--- config.mk ---
export PLATFORM = sky130hd
export DESIGN_NAME = aud_regbank
export DESIGN_NICKNAME = d
export VERILOG_FILES = /design/src/rtl/aud_reg_pkg.sv /design/src/rtl/aud_cmd_ctrl.sv /design/src/rtl/aud_irq_group.sv /design/src/rtl/aud_regbank.sv
export SDC_FILE = /design/constraint.sdc
export NUM_CORES = 1
export LEC_CHECK = 0
export ABC_AREA = 1
export BUFFER_PORTS_ARGS = -buffer_cell sky130_fd_sc_hd__buf_2
export CAP_MARGIN = 30
export CELL_PAD_IN_SITES_DETAIL_PLACEMENT = 2
export CELL_PAD_IN_SITES_GLOBAL_PLACEMENT = 2
export CORE_MARGIN = 1
export CORE_UTILIZATION = 25
export CTS_BUF_LIST = sky130_fd_sc_hd__clkbuf_2
export DETAILED_ROUTE_END_ITERATION = 10
export GPL_ROUTABILITY_DRIVEN = 0
export GPL_TIMING_DRIVEN = 0
export PLACE_DENSITY_LB_ADDON = 0.1
export SLEW_MARGIN = 5
export SYNTH_ARGS = -nofsm -noshare
export SYNTH_HDL_FRONTEND = slang
export SYNTH_SLANG_ARGS = --single-unit
--- constraint.sdc ---
create_clock -name clk -period 1.1 [get_ports clk]
set_input_delay 0.22 -clock clk [delete_from_list [all_inputs] [get_ports clk]]
set_output_delay 0.22 -clock clk [all_outputs]
set_load 0.02 [all_outputs]
--- src/rtl/aud_reg_pkg.sv ---
package aud_reg_pkg;

    localparam int LANE = 8;

    localparam logic [7:0] OFS_CMD   = 8'h00;
    localparam logic [7:0] OFS_MODEA = 8'h04;
    localparam logic [7:0] OFS_MODEB = 8'h08;
    localparam logic [7:0] OFS_STAT  = 8'h0C;
    localparam logic [7:0] OFS_A_SET = 8'h10;
    localparam logic [7:0] OFS_A_CLR = 8'h14;
    localparam logic [7:0] OFS_A_MSK = 8'h18;
    localparam logic [7:0] OFS_A_STS = 8'h1C;
    localparam logic [7:0] OFS_B_SET = 8'h20;
    localparam logic [7:0] OFS_B_CLR = 8'h24;
    localparam logic [7:0] OFS_B_MSK = 8'h28;
    localparam logic [7:0] OFS_B_STS = 8'h2C;
    localparam logic [7:0] OFS_VER   = 8'hFC;

    localparam int CB_RX_ON  = 0;
    localparam int CB_RX_OFF = 1;
    localparam int CB_CK_ON  = 2;
    localparam int CB_CK_OFF = 3;
    localparam int CB_TX_ON  = 4;
    localparam int CB_TX_OFF = 5;
    localparam int CB_RESET  = 7;

    localparam int SB_RX = 0;
    localparam int SB_TX = 4;

    localparam int GB_WERR  = 0;
    localparam int GB_TXFR  = 8;
    localparam int GB_TXFE  = 9;
    localparam int GB_RXFR  = 12;
    localparam int GB_RXFF  = 13;

    localparam logic [31:0] GRPB_VALID  = 32'h0000_3301;
    localparam logic [31:0] GRPB_STICKY = 32'h0000_0001;

    // Lanes of group A: 0 tx ready, 1 tx underrun, 2 rx ready, 3 rx overflow
    function automatic logic [31:0] grpa_valid(int nch);
        logic [31:0] v = '0;
        for (int l = 0; l < 4; l++)
            for (int c = 0; c < nch; c++)
                v[l*LANE + c] = 1'b1;
        return v;
    endfunction

    function automatic logic [31:0] grpa_sticky(int nch);
        logic [31:0] v = '0;
        for (int c = 0; c < nch; c++) begin
            v[1*LANE + c] = 1'b1;
            v[3*LANE + c] = 1'b1;
        end
        return v;
    endfunction

    typedef struct packed {
        logic        rx;
        logic        ck;
        logic        tx;
        logic [31:0] mode_a;
        logic [31:0] mode_b;
    } ctl_t;

    typedef struct packed {
        logic [31:0] mask;
        logic [31:0] held;
        logic [31:0] level;
    } grp_t;

    typedef struct packed {
        logic [31:0] rdata;
        logic        rvalid;
        logic        irq;
    } rsp_t;

endpackage

--- src/rtl/aud_cmd_ctrl.sv ---
module aud_cmd_ctrl
    import aud_reg_pkg::*;
(
    input  logic        clk,
    input  logic        rst_n,
    input  logic        cmd_we,
    input  logic        modea_we,
    input  logic        modeb_we,
    input  logic [31:0] wdata,
    output logic        sw_rst,
    output logic        rx_on,
    output logic        ck_on,
    output logic        tx_on,
    output logic [31:0] mode_a,
    output logic [31:0] mode_b
);

    ctl_t st_d, st_q;

    always_comb begin
        st_d = st_q;
        if (modea_we) st_d.mode_a = wdata;
        if (modeb_we) st_d.mode_b = wdata;
        if (cmd_we) begin
            // "off" is applied after "on" so it wins within a pair
            if (wdata[CB_RX_ON])  st_d.rx = 1'b1;
            if (wdata[CB_RX_OFF]) st_d.rx = 1'b0;
            if (wdata[CB_CK_ON])  st_d.ck = 1'b1;
            if (wdata[CB_CK_OFF]) st_d.ck = 1'b0;
            if (wdata[CB_TX_ON])  st_d.tx = 1'b1;
            if (wdata[CB_TX_OFF]) st_d.tx = 1'b0;
            if (wdata[CB_RESET])  st_d    = '0;
        end
    end

    always_ff @(posedge clk or negedge rst_n) begin
        if (!rst_n) st_q <= '0;
        else        st_q <= st_d;
    end

    assign sw_rst = cmd_we & wdata[CB_RESET];
    assign rx_on  = st_q.rx;
    assign ck_on  = st_q.ck;
    assign tx_on  = st_q.tx;
    assign mode_a = st_q.mode_a;
    assign mode_b = st_q.mode_b;

endmodule

--- src/rtl/aud_irq_group.sv ---
module aud_irq_group
    import aud_reg_pkg::*;
#(
    parameter logic [31:0] VALID  = 32'hFFFF_FFFF,
    parameter logic [31:0] STICKY = 32'h0000_0000
) (
    input  logic        clk,
    input  logic        rst_n,
    input  logic        sw_rst,
    input  logic [31:0] ev,
    input  logic        set_we,
    input  logic        clr_we,
    input  logic        stat_rd,
    input  logic [31:0] wdata,
    output logic [31:0] mask,
    output logic [31:0] stat,
    output logic        pend
);

    localparam logic [31:0] LEVEL = VALID & ~STICKY;
    localparam logic [31:0] HELD  = VALID & STICKY;

    grp_t g_d, g_q;

    always_comb begin
        g_d       = g_q;
        g_d.level = ev & LEVEL;
        // a read clears held bits; a new event in the same cycle survives
        g_d.held  = (stat_rd ? '0 : g_q.held) | (ev & HELD);
        if (set_we) g_d.mask = g_q.mask | (wdata & VALID);
        if (clr_we) g_d.mask = g_q.mask & ~wdata;
        if (sw_rst) g_d.mask = '0;
    end

    always_ff @(posedge clk or negedge rst_n) begin
        if (!rst_n) g_q <= '0;
        else        g_q <= g_d;
    end

    assign mask = g_q.mask;
    assign stat = g_q.level | g_q.held;
    assign pend = |(stat & g_q.mask);

endmodule

--- src/rtl/aud_regbank.sv ---
module aud_regbank
    import aud_reg_pkg::*;
#(
    parameter int          NCH     = 8,
    parameter logic [11:0] VERSION = 12'h3A7
) (
    input  logic           clk,
    input  logic           rst_n,
    input  logic           bus_sel,
    input  logic           bus_wr,
    input  logic [7:0]     bus_addr,
    input  logic [31:0]    bus_wdata,
    output logic [31:0]    bus_rdata,
    output logic           bus_rvalid,
    input  logic [NCH-1:0] ev_tx_rdy,
    input  logic [NCH-1:0] ev_tx_unf,
    input  logic [NCH-1:0] ev_rx_rdy,
    input  logic [NCH-1:0] ev_rx_ovf,
    input  logic           ev_wr_err,
    input  logic           ev_txff_rdy,
    input  logic           ev_txff_empty,
    input  logic           ev_rxff_rdy,
    input  logic           ev_rxff_full,
    output logic           rx_on,
    output logic           tx_on,
    output logic           clk_on,
    output logic [31:0]    mode_a,
    output logic [31:0]    mode_b,
    output logic           irq
);

    localparam logic [31:0] A_VALID  = grpa_valid(NCH);
    localparam logic [31:0] A_STICKY = grpa_sticky(NCH);

    logic wr, rd;
    assign wr = bus_sel &  bus_wr;
    assign rd = bus_sel & ~bus_wr;

    // group A event packing, one 8-bit lane per source kind
    logic [31:0] ev_a, ev_b;
    for (genvar c = 0; c < LANE; c++) begin : g_lane
        if (c < NCH) begin : g_used
            assign ev_a[0*LANE + c] = ev_tx_rdy[c];
            assign ev_a[1*LANE + c] = ev_tx_unf[c];
            assign ev_a[2*LANE + c] = ev_rx_rdy[c];
            assign ev_a[3*LANE + c] = ev_rx_ovf[c];
        end else begin : g_free
            assign ev_a[0*LANE + c] = 1'b0;
            assign ev_a[1*LANE + c] = 1'b0;
            assign ev_a[2*LANE + c] = 1'b0;
            assign ev_a[3*LANE + c] = 1'b0;
        end
    end

    always_comb begin
        ev_b          = '0;
        ev_b[GB_WERR] = ev_wr_err;
        ev_b[GB_TXFR] = ev_txff_rdy;
        ev_b[GB_TXFE] = ev_txff_empty;
        ev_b[GB_RXFR] = ev_rxff_rdy;
        ev_b[GB_RXFF] = ev_rxff_full;
    end

    logic sw_rst;

    aud_cmd_ctrl u_cmd (
        .clk      (clk),
        .rst_n    (rst_n),
        .cmd_we   (wr && bus_addr == OFS_CMD),
        .modea_we (wr && bus_addr == OFS_MODEA),
        .modeb_we (wr && bus_addr == OFS_MODEB),
        .wdata    (bus_wdata),
        .sw_rst   (sw_rst),
        .rx_on    (rx_on),
        .ck_on    (clk_on),
        .tx_on    (tx_on),
        .mode_a   (mode_a),
        .mode_b   (mode_b)
    );

    logic [31:0] mask_a, stat_a, mask_b, stat_b;
    logic        pend_a, pend_b;

    aud_irq_group #(.VALID(A_VALID), .STICKY(A_STICKY)) u_grp_a (
        .clk     (clk),
        .rst_n   (rst_n),
        .sw_rst  (sw_rst),
        .ev      (ev_a),
        .set_we  (wr && bus_addr == OFS_A_SET),
        .clr_we  (wr && bus_addr == OFS_A_CLR),
        .stat_rd (rd && bus_addr == OFS_A_STS),
        .wdata   (bus_wdata),
        .mask    (mask_a),
        .stat    (stat_a),
        .pend    (pend_a)
    );

    aud_irq_group #(.VALID(GRPB_VALID), .STICKY(GRPB_STICKY)) u_grp_b (
        .clk     (clk),
        .rst_n   (rst_n),
        .sw_rst  (sw_rst),
        .ev      (ev_b),
        .set_we  (wr && bus_addr == OFS_B_SET),
        .clr_we  (wr && bus_addr == OFS_B_CLR),
        .stat_rd (rd && bus_addr == OFS_B_STS),
        .wdata   (bus_wdata),
        .mask    (mask_b),
        .stat    (stat_b),
        .pend    (pend_b)
    );

    rsp_t r_d, r_q;
    logic [31:0] rmux;

    always_comb begin
        rmux = '0;
        case (bus_addr)
            OFS_MODEA: rmux = mode_a;
            OFS_MODEB: rmux = mode_b;
            OFS_STAT: begin
                rmux[SB_RX] = rx_on;
                rmux[SB_TX] = tx_on;
            end
            OFS_A_MSK: rmux = mask_a;
            OFS_A_STS: rmux = stat_a;
            OFS_B_MSK: rmux = mask_b;
            OFS_B_STS: rmux = stat_b;
            OFS_VER:   rmux = {20'd0, VERSION};
            default:   rmux = '0;
        endcase
    end

    always_comb begin
        r_d        = r_q;
        r_d.rvalid = rd;
        r_d.rdata  = rd ? rmux : '0;
        r_d.irq    = pend_a | pend_b;
    end

    always_ff @(posedge clk or negedge rst_n) begin
        if (!rst_n) r_q <= '0;
        else        r_q <= r_d;
    end

    assign bus_rdata  = r_q.rdata;
    assign bus_rvalid = r_q.rvalid;
    assign irq        = r_q.irq;

endmodule

==> impl_metrics.env <==
export IMPL_status="finished with violations"
export IMPL_violations="negative hold slack, negative setup slack"
export IMPL_root_buffer="clkbuf_2"
export IMPL_synth_fp_nets=1269
export IMPL_mostFrequentLayoutCell="nor2_1"
export IMPL_timing_final_ws_setup_ps=-770.5
export IMPL_async_flop_share_pct=100.0
export IMPL_synth_edff_count=0
export IMPL_syn_inst=1188
export IMPL_min_from="bus_sel"
export IMPL_rsz0062_at_grt="true"
export IMPL_synth_largest_area_cell="dfrtp_1"
export IMPL_final_util_pct=40.80
export IMPL_cts_tree="built"
export IMPL_syn_cell_area_um2=9627
export IMPL_clock_latency_ps=1020
export IMPL_avgViaCountPerCell=4.887
export IMPL_worstSetupPathType="reg2out"
export IMPL_first_iter_violations=532
export IMPL_initial_core_util_pct=25.50
export IMPL_startpoint_type="flip-flop"
export IMPL_final_hold_worst_slack_ps=-197.3
export IMPL_rows=71
export IMPL_grt_max_degree=103
export IMPL_first_pass_iters=5
export IMPL_numClockSinks=202
export IMPL_fmaxAchievable_mhz=534.6
export IMPL_wl_per_cell_um=24.35
export IMPL_ys_ff_latch=202
export IMPL_leakage_nw=7.793
export IMPL_min_to="u_grp_b.mask[30]"
export IMPL_slowest_delay_ps=470
export IMPL_die_h_um=198.2
export IMPL_fin_skew_ps=60.78
export IMPL_finalHoldViolations=39
export IMPL_critPathBufInv=1
export IMPL_p_per_area_nw_per_um2=1087
export IMPL_drc=0
export IMPL_io_pins=182
export IMPL_ant_nets=0
export IMPL_final_nets=1742
export IMPL_num_fill_cells=4235
export IMPL_r2r_start="u_grp_a.mask[22]"
export IMPL_h_tree_depth=2
export IMPL_synthTopCellsByArea="dfrtp_1 53%, nand3_1 12%, nor2_1 8.8%"
export IMPL_crit_path_top_delay_cell="dfrtp_2"
export IMPL_ys_types=26
export IMPL_place_hpwl_mm=33.40
export IMPL_fp_dieW_um=198.2
export IMPL_hold_class="in2reg"
export IMPL_end_kind="output pin"
export IMPL_grt_pass1_wl_mm=77.56
export IMPL_grt_pass1_vias=11950
export IMPL_setup_viol=266
export IMPL_area_growth_pct=60.00
export IMPL_path_clk_slew_ps=110
export IMPL_ys_warn_count=0
export IMPL_worst_r2r_path_depth=6
export IMPL_hold_path_depth=5
export IMPL_cp_cell_sequence="buf_6"
export IMPL_dieArea_um2=39300
export IMPL_rr_endpoint="irq"
export IMPL_cts_buffers=60
export IMPL_cp_arrival_ps=1650
export IMPL_layout_common_cells="200 x nor2_1, 194 x dfrtp_1, 191 x nand2_1"
export IMPL_grt_remaining_overflow=0
export IMPL_num_vias=10850
export IMPL_drive_gt1_share_pct=35.58
export IMPL_path_delay_family="flip-flops"
export IMPL_wl_mm=54.04
export IMPL_crit_required_ps=880
export IMPL_maxSlewHeadroom_pct=36.55
export IMPL_synth_flop_cell="dfrtp_1"
export IMPL_synth_seq_area_share_pct=52.51
export IMPL_vdd_drop_max_mv=0.6496
export IMPL_clockBufferDepth=3
export IMPL_maxCapViolCount=0
export IMPL_core_area_um2=37760
export IMPL_avgSynthCellArea_um2=8.103
export IMPL_path_max_fanout=2
export IMPL_tightest_slew_ps=951.8
export IMPL_port_buffers=180
export IMPL_finalMaxSlewViolations=0
export IMPL_regToRegSetupSlack_ps=-200
export IMPL_yosys_area_top_type_share_pct=52.51
export IMPL_grt_total_usage_pct=27.60
export IMPL_antenna_found_initial=3
export IMPL_post_route_period_util_pct=170.0
export IMPL_fin_crit_ps=1870
through the flow:
| step | setup WS (ps) | cells | area [um^2] | TNS (ps) | power (W) |
|---|---|---|---|---|---|
| final | -770.5 | 2219 | 15400 | -111000 | 0.01674 |
| after global routing | -861.8 | 2218 | 15400 | -120410 | 0.01747 |
| after CTS | -895.9 | 2203 | 14920 | -143470 | 0.01671 |
| after detailed placement | -1016 | 1881 | 11690 | -128160 | 0.009669 |
| after global placement | -4248 | 1879 | 11620 | -979290 | 0.009612 |
| after floorplan | -107.9 | 1188 | 10080 | -13530 | 0.008708 |
synth_stat cells (4+ instances only):
cell type  instances
buf_6             11
inv_1             49
nand4_1            4
inv_2              9
and3_1             6
nand3_1          222
buf_2             33
buf_4             11
nor3_1            17
a21oi_1           19
nand2_1          206
o21ai_1           45
dfrtp_1          202
nor2_1           225
or2_2             27
clkbuf_1          12
nor2_2             4
nand2_2            7
nor2_4             4
o21ai_0           49
o21bai_1          16
worst max path at each step:
stage,from,end,cells after the start
finish,u_cmd.mode_a[31],mode_a[31],1
global route,u_cmd.mode_a[16],mode_a[16],1
CTS,u_cmd.mode_b[12],mode_b[12],1
detailed placement,bus_addr[7],bus_rdata[15],9
global placement,rst_n,bus_rdata[26],1
floorplan,bus_addr[1],u_cmd.mode_a[7],9
power by group:
part / internal, W / switching [W] / total (W)
Combinational: 0.00119 / 0.00135 / 0.00254
Clock: 0.00242 / 0.00386 / 0.00628
Sequential: 0.00766 / 0.000264 / 0.00792
Total: 0.0113 / 0.00547 / 0.0167
layer usage:
metal  track usage (%)  share of wire (%)  up-vias
li1                  -                  -     4861
met1             35.36                 45     5604
met2             46.25                 49      293
met3             4.480                4.1       87
met4             10.80                2.6        0
met5                 0                  0        -
logic make-up (layout without fill, tap and decap cells):
kind of cell           count (synthesis)  in the layout  share of synthesized area, %
AOI/OAI and AO/OA                    133            133                         7.435
buffers and inverters                128            646                         6.707
DFF                                  202            202                         52.51
other                                  0              2                             0
and+or+nand+nor                      725            725                         33.35
layout make-up:
| type | instances | area [um^2] | share of cell area [%] |
|---|---|---|---|
| well taps | 511 | 639.4 | 4.151 |
| inverters | 58 | 280.3 | 1.820 |
| multi-input cells | 858 | 4536 | 29.45 |
| diodes | 2 | 5.005 | 0.03249 |
| clock inverters | 16 | 87.58 | 0.5686 |
| repair buffers | 411 | 3784 | 24.57 |
| plain buffers | 70 | 550.5 | 3.574 |
| flip-flops and latches | 202 | 5065 | 32.88 |
| clock buffers | 91 | 455.4 | 2.957 |
repair_timing:
action,4_1_cts,5_1_grt
hold endpoints to repair,387,276
hold buffers,148,10
endpoints found under the setup margin,103,435
setup buffers,67,20
resized for setup,225,104
gates cloned,0,1
pin swaps,8,50
sequential cells by signal, indices dropped and copies added, names as in the netlist:
signal	count
u_cmd.tx_on	1
u_cmd.ck_on	1
u_cmd.mode_a	32
u_grp_a.g_q	32
bus_rvalid	1
u_grp_b.g_q	5
u_cmd.rx_on	1
irq	1
u_cmd.mode_b	32
bus_rdata	32
u_grp_b.mask	32
u_grp_a.mask	32
No activity file was read; power rests on OpenSTA's default activity.
